`src/rtl/bpf_pkg.sv`:
```
// Package: shared time type and saturating helpers for the bank
// preparation finder. Assumes all times are unsigned and non-wrapping
// within the range used by the scheduler.
package bpf_pkg;
    localparam int TIME_W = 32;
    typedef logic [TIME_W-1:0] time_t;

    function automatic time_t tmax(input time_t a, input time_t b);
        return (a > b) ? a : b;
    endfunction

    function automatic time_t sat_sub(input time_t a, input time_t b);
        return (a > b) ? (a - b) : '0;
    endfunction
endpackage

```
`src/rtl/bpf_bank_eval.sv`:
```
// Module: bpf_bank_eval
// Combinational timing evaluation of one bank: activate time, gap-free
// test against the column target, and hidden-activate test against the
// precomputed limit. Assumes the limit already includes the max with now.
module bpf_bank_eval
    import bpf_pkg::*;
(
    input  logic  row_open_i,
    input  time_t act_ok_i,
    input  time_t pre_ok_i,
    input  time_t col_ok_i,
    input  time_t now_i,
    input  time_t t_rp_i,
    input  time_t t_rcd_i,
    input  time_t col_target_i,
    input  time_t hide_limit_i,
    output time_t act_at_o,
    output logic  seamless_o,
    output logic  hidden_o
);
    time_t col_at;

    // Activate time, column time and the two comparisons.
    always_comb begin
        act_at_o   = row_open_i ? (tmax(pre_ok_i, now_i) + t_rp_i)
                                : tmax(act_ok_i, now_i);
        col_at     = tmax(col_ok_i, act_at_o + t_rcd_i);
        seamless_o = (col_at <= col_target_i);
        hidden_o   = (act_at_o <= hide_limit_i);
    end
endmodule

```
`src/rtl/bpf_scan_ctrl.sv`:
```
// Module: bpf_scan_ctrl
// Sequencer: accepts a start only when idle, steps a bank index once per
// clock over NB banks, then emits a one-cycle done pulse.
module bpf_scan_ctrl #(
    parameter int NB    = 8,
    localparam int IDX_W = (NB > 1) ? $clog2(NB) : 1
) (
    input  logic             clk,
    input  logic             rst_n,
    input  logic             start_i,
    output logic             launch_o,
    output logic             busy_o,
    output logic             done_o,
    output logic [IDX_W-1:0] idx_o
);
    localparam logic [IDX_W-1:0] LAST = IDX_W'(NB - 1);

    // Start is honoured only while idle.
    assign launch_o = start_i && !busy_o;

    // Index stepping, busy and done generation.
    always_ff @(posedge clk) begin
        if (!rst_n) begin
            busy_o <= 1'b0;
            done_o <= 1'b0;
            idx_o  <= '0;
        end else begin
            done_o <= 1'b0;
            if (launch_o) begin
                busy_o <= 1'b1;
                idx_o  <= '0;
            end else if (busy_o) begin
                if (idx_o == LAST) begin
                    busy_o <= 1'b0;
                    done_o <= 1'b1;
                end else begin
                    idx_o <= idx_o + 1'b1;
                end
            end
        end
    end
endmodule

```
`src/rtl/bpf_mask_accum.sv`:
```
// Module: bpf_mask_accum
// Running selection over visited banks. Gap-free banks win over
// earliest-activate banks; ties on the minimum activate time accumulate.
// The hidden flag follows the last bank added. Assumes clear and step are
// never high together.
module bpf_mask_accum
    import bpf_pkg::*;
#(
    parameter int NB    = 8,
    localparam int IDX_W = (NB > 1) ? $clog2(NB) : 1
) (
    input  logic             clk,
    input  logic             rst_n,
    input  logic             clear_i,
    input  logic             step_i,
    input  logic [IDX_W-1:0] idx_i,
    input  time_t            act_at_i,
    input  logic             seamless_i,
    input  logic             hidden_i,
    output logic [NB-1:0]    mask_o,
    output logic             hidden_o
);
    logic          found_q;
    time_t         min_q;
    logic          add, wipe;
    logic [NB-1:0] onehot;

    // Decide whether this bank joins the set and whether the set restarts.
    always_comb begin
        onehot = '0;
        onehot[idx_i] = 1'b1;
        add  = seamless_i || (!found_q && (act_at_i <= min_q));
        wipe = !found_q && (seamless_i || (act_at_i < min_q));
    end

    // Running mask, minimum, gap-free flag and hidden flag.
    always_ff @(posedge clk) begin
        if (!rst_n) begin
            mask_o   <= '0;
            hidden_o <= 1'b0;
            found_q  <= 1'b0;
            min_q    <= '1;
        end else if (clear_i) begin
            mask_o   <= '0;
            hidden_o <= 1'b0;
            found_q  <= 1'b0;
            min_q    <= '1;
        end else if (step_i && add) begin
            mask_o   <= wipe ? onehot : (mask_o | onehot);
            hidden_o <= hidden_i;
            found_q  <= found_q | seamless_i;
            min_q    <= act_at_i;
        end
    end
endmodule

```
`src/rtl/bank_prep_finder.sv`:
```
// Module: bank_prep_finder (top)
// Finds the banks whose next column burst can start soonest. Scalars and
// the waiting bitmap are captured at start; per-bank timing vectors must
// stay stable from start to done. One bank is evaluated per clock.
module bank_prep_finder
    import bpf_pkg::*;
#(
    parameter int NUM_RANKS      = 2,
    parameter int BANKS_PER_RANK = 4,
    localparam int NB    = NUM_RANKS * BANKS_PER_RANK,
    localparam int IDX_W = (NB > 1) ? $clog2(NB) : 1
) (
    input  logic               clk,
    input  logic               rst_n,
    input  logic               start,
    input  logic [TIME_W-1:0]  now,
    input  logic [TIME_W-1:0]  col_target,
    input  logic [TIME_W-1:0]  t_rp,
    input  logic [TIME_W-1:0]  t_rcd,
    input  logic [NB-1:0]      waiting,
    input  logic [NB-1:0]      row_open,
    input  logic [NB*TIME_W-1:0] act_ok_at,
    input  logic [NB*TIME_W-1:0] pre_ok_at,
    input  logic [NB*TIME_W-1:0] col_ok_at,
    output logic               busy,
    output logic               done,
    output logic [NB-1:0]      bank_mask,
    output logic               hidden_prep
);
    logic             launch;
    logic [IDX_W-1:0] idx;
    time_t            now_q, target_q, trp_q, trcd_q, limit_q;
    logic [NB-1:0]    waiting_q;
    time_t            cur_act_ok, cur_pre_ok, cur_col_ok, act_at;
    logic             cur_open, seamless, hidden;

    bpf_scan_ctrl #(.NB(NB)) u_ctrl (
        .clk      (clk),
        .rst_n    (rst_n),
        .start_i  (start),
        .launch_o (launch),
        .busy_o   (busy),
        .done_o   (done),
        .idx_o    (idx)
    );

    // Capture scan-wide scalars and the hidden-activate limit at launch.
    always_ff @(posedge clk) begin
        if (!rst_n) begin
            now_q     <= '0;
            target_q  <= '0;
            trp_q     <= '0;
            trcd_q    <= '0;
            limit_q   <= '0;
            waiting_q <= '0;
        end else if (launch) begin
            now_q     <= now;
            target_q  <= col_target;
            trp_q     <= t_rp;
            trcd_q    <= t_rcd;
            limit_q   <= tmax(sat_sub(col_target, t_rcd), now);
            waiting_q <= waiting;
        end
    end

    // Select the timing state of the bank under the scan index.
    always_comb begin
        cur_open   = row_open[idx];
        cur_act_ok = act_ok_at[idx*TIME_W +: TIME_W];
        cur_pre_ok = pre_ok_at[idx*TIME_W +: TIME_W];
        cur_col_ok = col_ok_at[idx*TIME_W +: TIME_W];
    end

    bpf_bank_eval u_eval (
        .row_open_i   (cur_open),
        .act_ok_i     (cur_act_ok),
        .pre_ok_i     (cur_pre_ok),
        .col_ok_i     (cur_col_ok),
        .now_i        (now_q),
        .t_rp_i       (trp_q),
        .t_rcd_i      (trcd_q),
        .col_target_i (target_q),
        .hide_limit_i (limit_q),
        .act_at_o     (act_at),
        .seamless_o   (seamless),
        .hidden_o     (hidden)
    );

    bpf_mask_accum #(.NB(NB)) u_accum (
        .clk        (clk),
        .rst_n      (rst_n),
        .clear_i    (launch),
        .step_i     (busy && waiting_q[idx]),
        .idx_i      (idx),
        .act_at_i   (act_at),
        .seamless_i (seamless),
        .hidden_i   (hidden),
        .mask_o     (bank_mask),
        .hidden_o   (hidden_prep)
    );
endmodule

```
`config.mk`:
```
export PLATFORM = sky130hd
export DESIGN_NAME = bank_prep_finder
export DESIGN_NICKNAME = d
export VERILOG_FILES = /design/src/rtl/bpf_pkg.sv /design/src/rtl/bpf_bank_eval.sv /design/src/rtl/bpf_scan_ctrl.sv /design/src/rtl/bpf_mask_accum.sv /design/src/rtl/bank_prep_finder.sv
export SDC_FILE = /design/constraint.sdc
export NUM_CORES = 1
export LEC_CHECK = 0
export ABC_AREA = 1
export BUFFER_PORTS_ARGS = -buffer_cell sky130_fd_sc_hd__buf_2
export CORE_AREA = 2 2 358 360
export CTS_BUF_LIST = sky130_fd_sc_hd__clkbuf_16
export CTS_CLUSTER_DIAMETER = 200
export CTS_CLUSTER_SIZE = 8
export DETAILED_ROUTE_END_ITERATION = 10
export DIE_AREA = 0 0 360 362
export GPL_ROUTABILITY_DRIVEN = 0
export HOLD_SLACK_MARGIN = 0.05
export PLACE_DENSITY = 0.41
export SLEW_MARGIN = 10
export SYNTH_ARGS = -nofsm -noshare
export SYNTH_HDL_FRONTEND = slang
export SYNTH_HIERARCHICAL = 1
export SYNTH_SLANG_ARGS = --single-unit
```
`constraint.sdc`:
```
create_clock -name clk -period 12.8 [get_ports clk]
set_input_delay 2.56 -clock clk [delete_from_list [all_inputs] [get_ports clk]]
set_output_delay 2.56 -clock clk [all_outputs]
set_load 0.05 [all_outputs]
```
==> results.sh, run 1 <==
export IMPL_final_cell_area_mm2=0.0375
export IMPL_setup_viol=0
export IMPL_yosysWarnings=6
export IMPL_antenna_found_initial=26
export IMPL_slew_violations=0
export IMPL_ff2ff_setup_slack_ns=1.21
export IMPL_die_h_um=362
export IMPL_worst_pin_slew_ns=1.24
export IMPL_num_vias=36601
export IMPL_mostFrequentLayoutCell="nor2_1"
export IMPL_area_growth_pct=36.2
export IMPL_dieArea_mm2=0.130
export IMPL_grt_pass1_wl_um=250000
export IMPL_wirelength_um=180000
export IMPL_clkLatencyLatePin_ns=0.58
export IMPL_synth_seq_cells=215
export IMPL_track_usage=0.262
export IMPL_grt_pass1_vias=34489
export IMPL_clock_skew_ns=0.0456
export IMPL_worstPathRequired_ns=13.25
export IMPL_synth_edf_count=0
export IMPL_ctsHoldBuffers=0
export IMPL_synthArstFlopShare=0
export IMPL_fin_crit_ns=12.16
export IMPL_status="finished, final reports clean"
export IMPL_internal_power_mw=2.64
export IMPL_grt_ovfl_total=0
export IMPL_power_frac_seq=0.154
export IMPL_powerDensity_mw_per_mm2=138
export IMPL_clkSinkCount=215
export IMPL_crit_end="u_accum/min_q[11]$_SDFFE_PP1P_"
export IMPL_critPathKind="input pin to flip-flop"
export IMPL_start_kind="input pin"
export IMPL_max_freq_ghz=0.0822
export IMPL_rows=131
export IMPL_cp_max_fo=32
export IMPL_syn_inst=4771
export IMPL_endpoint_kind="flip-flop"
export IMPL_ys_types=57
export IMPL_clockBufferDepth=3
export IMPL_wl_per_cell_um=23.8
export IMPL_hold_viol=0
export IMPL_dr_first_iter_drc_count=3366
export IMPL_cts_htree_levels=1
export IMPL_r2r_end="u_accum/min_q[11]$_SDFFE_PP1P_"
export IMPL_dpl_cell_count=7508
export IMPL_hold_class="flip-flop to flip-flop"
export IMPL_critPathSlowestCell="nor4_2"
export IMPL_syn_area_mm2=0.0275
export IMPL_dpl_cell_area_mm2=0.0364
export IMPL_clock_root_buffer="clkbuf_16"
export IMPL_die_w_um=360
export IMPL_combPwrFrac=0.708
export IMPL_crit_start="pre_ok_at[179]"
export IMPL_drc=0
export IMPL_io_buffers=925
export IMPL_power_share_clock=0.138
export IMPL_final_cells=7558
export IMPL_slew_headroom=0.172
export IMPL_max_stage_delay_ns=0.38
export IMPL_ir_worst_vdd_v=0.0000788
export IMPL_final_cell_mix="nor2_1, buf_2, nand2_1, o21ai_0, inv_1"
export IMPL_via_per_inst=4.84
export IMPL_core_area_mm2=0.127
export IMPL_nNetsFinal=7118
export IMPL_r2r_start="u_ctrl/idx_o[0]$_SDFFE_PP0P_"
export IMPL_reg2reg_depth=71
export IMPL_dpl_hpwl_um=154000
export IMPL_ys_flop_type="dfxtp_1"
export IMPL_syn_nets=6010
export IMPL_clk_pin_slew_ns=0.05
export IMPL_cts_inserted_buffers=30
export IMPL_ys_seq_area_frac=0.157
export IMPL_crit_top_cell="nand2_1"
export IMPL_ios=926
export IMPL_drive_gt1_frac=0.257
export IMPL_maxCapViolCount=0
export IMPL_fin_crit_sh=0.950
export IMPL_crit_arrival_ns=12.61
export IMPL_syn_avg_cell_area_um2=5.76
export IMPL_switching_share=0.491
export IMPL_p_leak_nw=19.4
export IMPL_ant_nets=0
export IMPL_tritoncts="done"
export IMPL_grt_max_degree=108
export IMPL_start_util=0.217
export IMPL_switchingPower_mw=2.55
export IMPL_drt_first_pass_iters=6
## worst max-delay path: cells and delay by family
family | cells | cell delay [ns]
simple gates | 29 | 3.27
compound gates | 19 | 3.03
fa+ha+maj | 6 | 1.78
buf+inv | 15 | 1.75
xor+xnor | 1 | 0.11
## repair_timing
action                     CTS  global route
gates cloned                 0             0
setup buffers                0             1
resized for setup            1            46
pin swaps                    0             5
setup endpoints to repair   41            42
## routing by layer
metal  share of wire  vias to the layer above  GRT usage  wire length [µm]
li1                -                    18057          -                 -
met1            0.46                    17057      0.360             82500
met2            0.46                     1349      0.436             82400
met3           0.055                      136     0.0265              9990
met4           0.029                        2     0.0668              5160
met5        0.000072                        -          0                13
## per-stage QoR
step	power [mW]	util	setup slack (ns)	TNS, ns	hold WS, ns
2_1_floorplan	2.70	-	1.68	0	0.429
3_3_place_gp	4.38	0.288	-0.727	-28.39	0.441
3_5_place_dp	4.39	0.288	-0.821	-31.98	0.445
4_1_cts	5.13	0.294	0.00568	0	0.459
5_1_grt	5.59	0.295	-0.0797	-1.57	0.476
6_report	5.18	0.296	0.635	0	0.457
## power groups by stage
stage	clock (mW)	sequential, mW	combinational, mW
4_1_cts	0.732	0.795	3.61
5_1_grt	0.752	0.801	4.04
3_3_place_gp	0	0.809	3.57
3_5_place_dp	0	0.809	3.58
2_1_floorplan	0	0.768	1.93
6_report	0.716	0.797	3.67
## Yosys cell counts, drive strengths merged, types with 5 or more instances
library cell / n / area [µm²]
a21o: 6 / 45.0
a21oi: 373 / 1930
a31oi: 107 / 669
and2: 7 / 43.8
buf: 54 / 274
clkbuf: 199 / 747
dfxtp: 215 / 4300
ha: 321 / 4020
inv: 519 / 1950
nand2: 788 / 3090
nand3: 168 / 873
nand3b: 13 / 97.6
nand4: 35 / 225
nor2: 1066 / 4080
nor3: 22 / 110
nor4: 7 / 50.1
o211ai: 7 / 52.6
o21a: 14 / 105
o21ai: 650 / 3330
o21bai: 7 / 52.6
o221ai: 6 / 52.6
o22ai: 99 / 619
or2: 5 / 31.3
xnor2: 20 / 175
xor2: 32 / 280
## how the worst min path moves through the flow
stage,from,to,depth (start not counted),slack [ns]
finish,u_accum/min_q[18]$_SDFFE_PP1P_,u_accum/min_q[18]$_SDFFE_PP1P_,2,0.46
global route,u_accum/min_q[21]$_SDFFE_PP1P_,u_accum/min_q[21]$_SDFFE_PP1P_,2,0.48
CTS,u_accum/min_q[31]$_SDFFE_PP1P_,u_accum/min_q[31]$_SDFFE_PP1P_,2,0.46
detailed placement,u_accum/min_q[31]$_SDFFE_PP1P_,u_accum/min_q[31]$_SDFFE_PP1P_,2,0.45
global placement,u_accum/min_q[18]$_SDFFE_PP1P_,u_accum/min_q[18]$_SDFFE_PP1P_,2,0.44
floorplan,u_accum/min_q[10]$_SDFFE_PP1P_,u_accum/min_q[10]$_SDFFE_PP1P_,2,0.43
## cell families (layout without fill, tap and decap cells)
family / Yosys count / in the layout / share of synthesized area
other: 0 / 16 / 0
adders and majority gates: 324 / 324 / 0.148
buffers and inverters: 774 / 1883 / 0.108
xor gates and xnor gates: 52 / 52 / 0.0166
AOI/OAI and AO/OA: 1292 / 1292 / 0.257
DFF: 215 / 215 / 0.157
and+or+nand+nor: 2114 / 2114 / 0.314
## layout make-up
type                            instances  area [µm²]
Fill cell                           14678       89200
Multi-Input combinational cell       3782       20400
Timing Repair Buffer                 1329        7860
Sequential cell                       215        4310
Tap cell                             1662        2080
Inverter                              521        1980
Clock buffer                           30         751
Antenna cell                           16        40.0
Clock inverter                          3        23.8
## sequential cells by signal, summed over array words and instances (netlist names)
| signal | count |
|---|---|
| limit_q | 32 |
| now_q | 32 |
| target_q | 32 |
| trcd_q | 32 |
| trp_q | 32 |
| u_accum/found_q | 1 |
| u_accum/hidden_o | 1 |
| u_accum/mask_o | 8 |
| u_accum/min_q | 32 |
| u_ctrl/busy_o | 1 |
| u_ctrl/done_o | 1 |
| u_ctrl/idx_o | 3 |
| waiting_q | 8 |
Note: power is estimated with default switching activity, not from simulation.
==> run 2: changes to the inputs <==
==> constraint.sdc (replaced) <==
create_clock -name clk -period 12.8 [get_ports clk]
set_input_delay 0.64 -clock clk [delete_from_list [all_inputs] [get_ports clk]]
set_output_delay 0.64 -clock clk [all_outputs]
set_load 0.05 [all_outputs]
==> results.sh, run 2 (same netlist as run 1, synthesis figures left out) <==
export IMPL_tritoncts="done"
export IMPL_setup_viol=0
export IMPL_ios=926
export IMPL_start_util=0.217
export IMPL_start_kind="flip-flop"
export IMPL_hold_class="input pin to flip-flop"
export IMPL_cts_inserted_buffers=30
export IMPL_area_growth_pct=27.6
export IMPL_p_leak_nw=18.0
export IMPL_ant_nets=0
export IMPL_final_cell_area_mm2=0.0351
export IMPL_final_cells=7262
export IMPL_hold_viol=0
export IMPL_die_w_um=360
export IMPL_clkLatencyLatePin_ns=0.60
export IMPL_cts_htree_levels=1
export IMPL_ir_worst_vdd_v=0.0000885
export IMPL_clk_pin_slew_ns=0.07
export IMPL_multi_input_area_mm2=0.0203
export IMPL_fin_crit_ns=11.95
export IMPL_mostFrequentLayoutCell="nor2_1"
export IMPL_dieArea_mm2=0.130
export IMPL_rows=131
export IMPL_antenna_found_initial=30
export IMPL_r2r_start="u_ctrl/idx_o[0]$_SDFFE_PP0P_"
export IMPL_crit_top_cell="nand2_1"
export IMPL_wl_per_cell_um=24.4
export IMPL_max_freq_ghz=0.0837
export IMPL_fin_util=0.277
export IMPL_rsz0062_at_grt="no"
export IMPL_worst_pin_slew_ns=1.23
export IMPL_min_from="t_rp[27]"
export IMPL_clock_skew_ns=0.0465
export IMPL_drt_first_pass_iters=6
export IMPL_dpl_cell_area_mm2=0.0342
export IMPL_worstPathRequired_ns=13.26
export IMPL_cp_max_fo=72
export IMPL_num_vias=35867
export IMPL_dr_first_iter_drc_count=3391
export IMPL_critPathSlowestCell="a31oi_1"
export IMPL_maxCapViolCount=0
export IMPL_path_buf_inv=10
export IMPL_endpoint_kind="flip-flop"
export IMPL_grt_max_degree=107
export IMPL_fin_crit_sh=0.934
export IMPL_dpl_hpwl_um=151000
export IMPL_drive_gt1_frac=0.213
export IMPL_status="finished, final reports clean"
export IMPL_final_cell_mix="nor2_1, buf_2, nand2_1, o21ai_0, inv_1"
export IMPL_wirelength_um=177000
export IMPL_grt_pass1_wl_um=244000
export IMPL_max_stage_delay_ns=0.53
export IMPL_via_per_inst=4.94
export IMPL_track_usage=0.257
export IMPL_slew_violations=0
export IMPL_tns_ns=0
export IMPL_critPathKind="flip-flop to flip-flop"
export IMPL_crit_family="compound AO/OA/AOI/OAI gates"
export IMPL_drc=0
export IMPL_powerDensity_mw_per_mm2=132
export IMPL_grt_ovfl_total=0
export IMPL_clockBufferDepth=3
export IMPL_nNetsFinal=6820
export IMPL_seq_area_mm2=0.00431
export IMPL_dpl_cell_count=7208
export IMPL_io_buffers=925
export IMPL_slew_headroom=0.178
export IMPL_nFillCells=14752
export IMPL_crit_start="u_ctrl/idx_o[0]$_SDFFE_PP0P_"
export IMPL_clkSinkCount=215
export IMPL_die_h_um=362
export IMPL_core_area_mm2=0.127
export IMPL_clock_root_buffer="clkbuf_16"
export IMPL_crit_arrival_ns=12.41
export IMPL_grt_pass1_vias=33214
[run 2: cell types whose count changed in the layout (fill, tap and decap cells not counted), moves of 3 or more]
cell	before	now
nor4_1	2	5
o21ai_0	621	624
nor2_1	1043	1050
a21oi_1	358	362
buf_12	14	10
nor2_2	14	8
a21oi_2	10	6
buf_4	387	95
[run 2: worst register-to-register path: cells and delay by family (launching register included)]
family	cells	cell delay (ns)
and+or+nand+nor	21	2.82
buffers and inverters	10	2.02
DFF	1	0.52
xor gates and xnor gates	2	0.29
AOI/OAI and AO/OA	18	4.44
adders and majority gates	5	1.69
[run 2: repair_timing]
item,4_1_cts,5_1_grt
buffers inserted,0,3
setup endpoints to repair,0,41
hold buffers,0,0
endpoints found under the hold margin,0,0
gates resized for setup,0,8
[run 2: worst paths after layout]
path	endpoint	slack [ns]	cells past startpoint
worst min register to register	u_accum/min_q[13]$_SDFFE_PP1P_	0.46	2
worst max-delay path	u_accum/min_q[28]$_SDFFE_PP1P_	0.85	56
worst min-delay path	trp_q[27]$_SDFFE_PN0P_	0.27	3
worst max register to register	u_accum/min_q[28]$_SDFFE_PP1P_	0.85	56
[run 2: final cells by class]
cell class | instances | share of cell area
diodes | 17 | 0.00121
flip-flops and latches | 215 | 0.123
repair buffers | 1031 | 0.159
clock inverters | 4 | 0.00118
clock buffers | 30 | 0.0214
well taps | 1662 | 0.0593
multi-input cells | 3782 | 0.578
inverters | 521 | 0.0564
[run 2: metal layers]
metal / wire length [µm] / global-route usage
met5: 30 / 0
met4: 5430 / 0.0652
met3: 9900 / 0.0248
met2: 81300 / 0.432
met1: 80600 / 0.350
[run 2: through the flow]
stage | hold slack [ns] | power [mW] | setup WS [ns]
4_1_cts | 0.255 | 4.61 | 0.291
5_1_grt | 0.271 | 5.01 | 0.0191
2_1_floorplan | 0.429 | 2.70 | 2.97
3_5_place_dp | 0.443 | 3.87 | 0.355
3_3_place_gp | 0.443 | 3.88 | 0.407
6_report | 0.275 | 4.63 | 0.847
[run 2: report_power, final]
| part | internal [mW] | switching [mW] |
|---|---|---|
| Combinational | 1.08 | 2.03 |
| Sequential | 0.729 | 0.0689 |
| Clock | 0.411 | 0.311 |
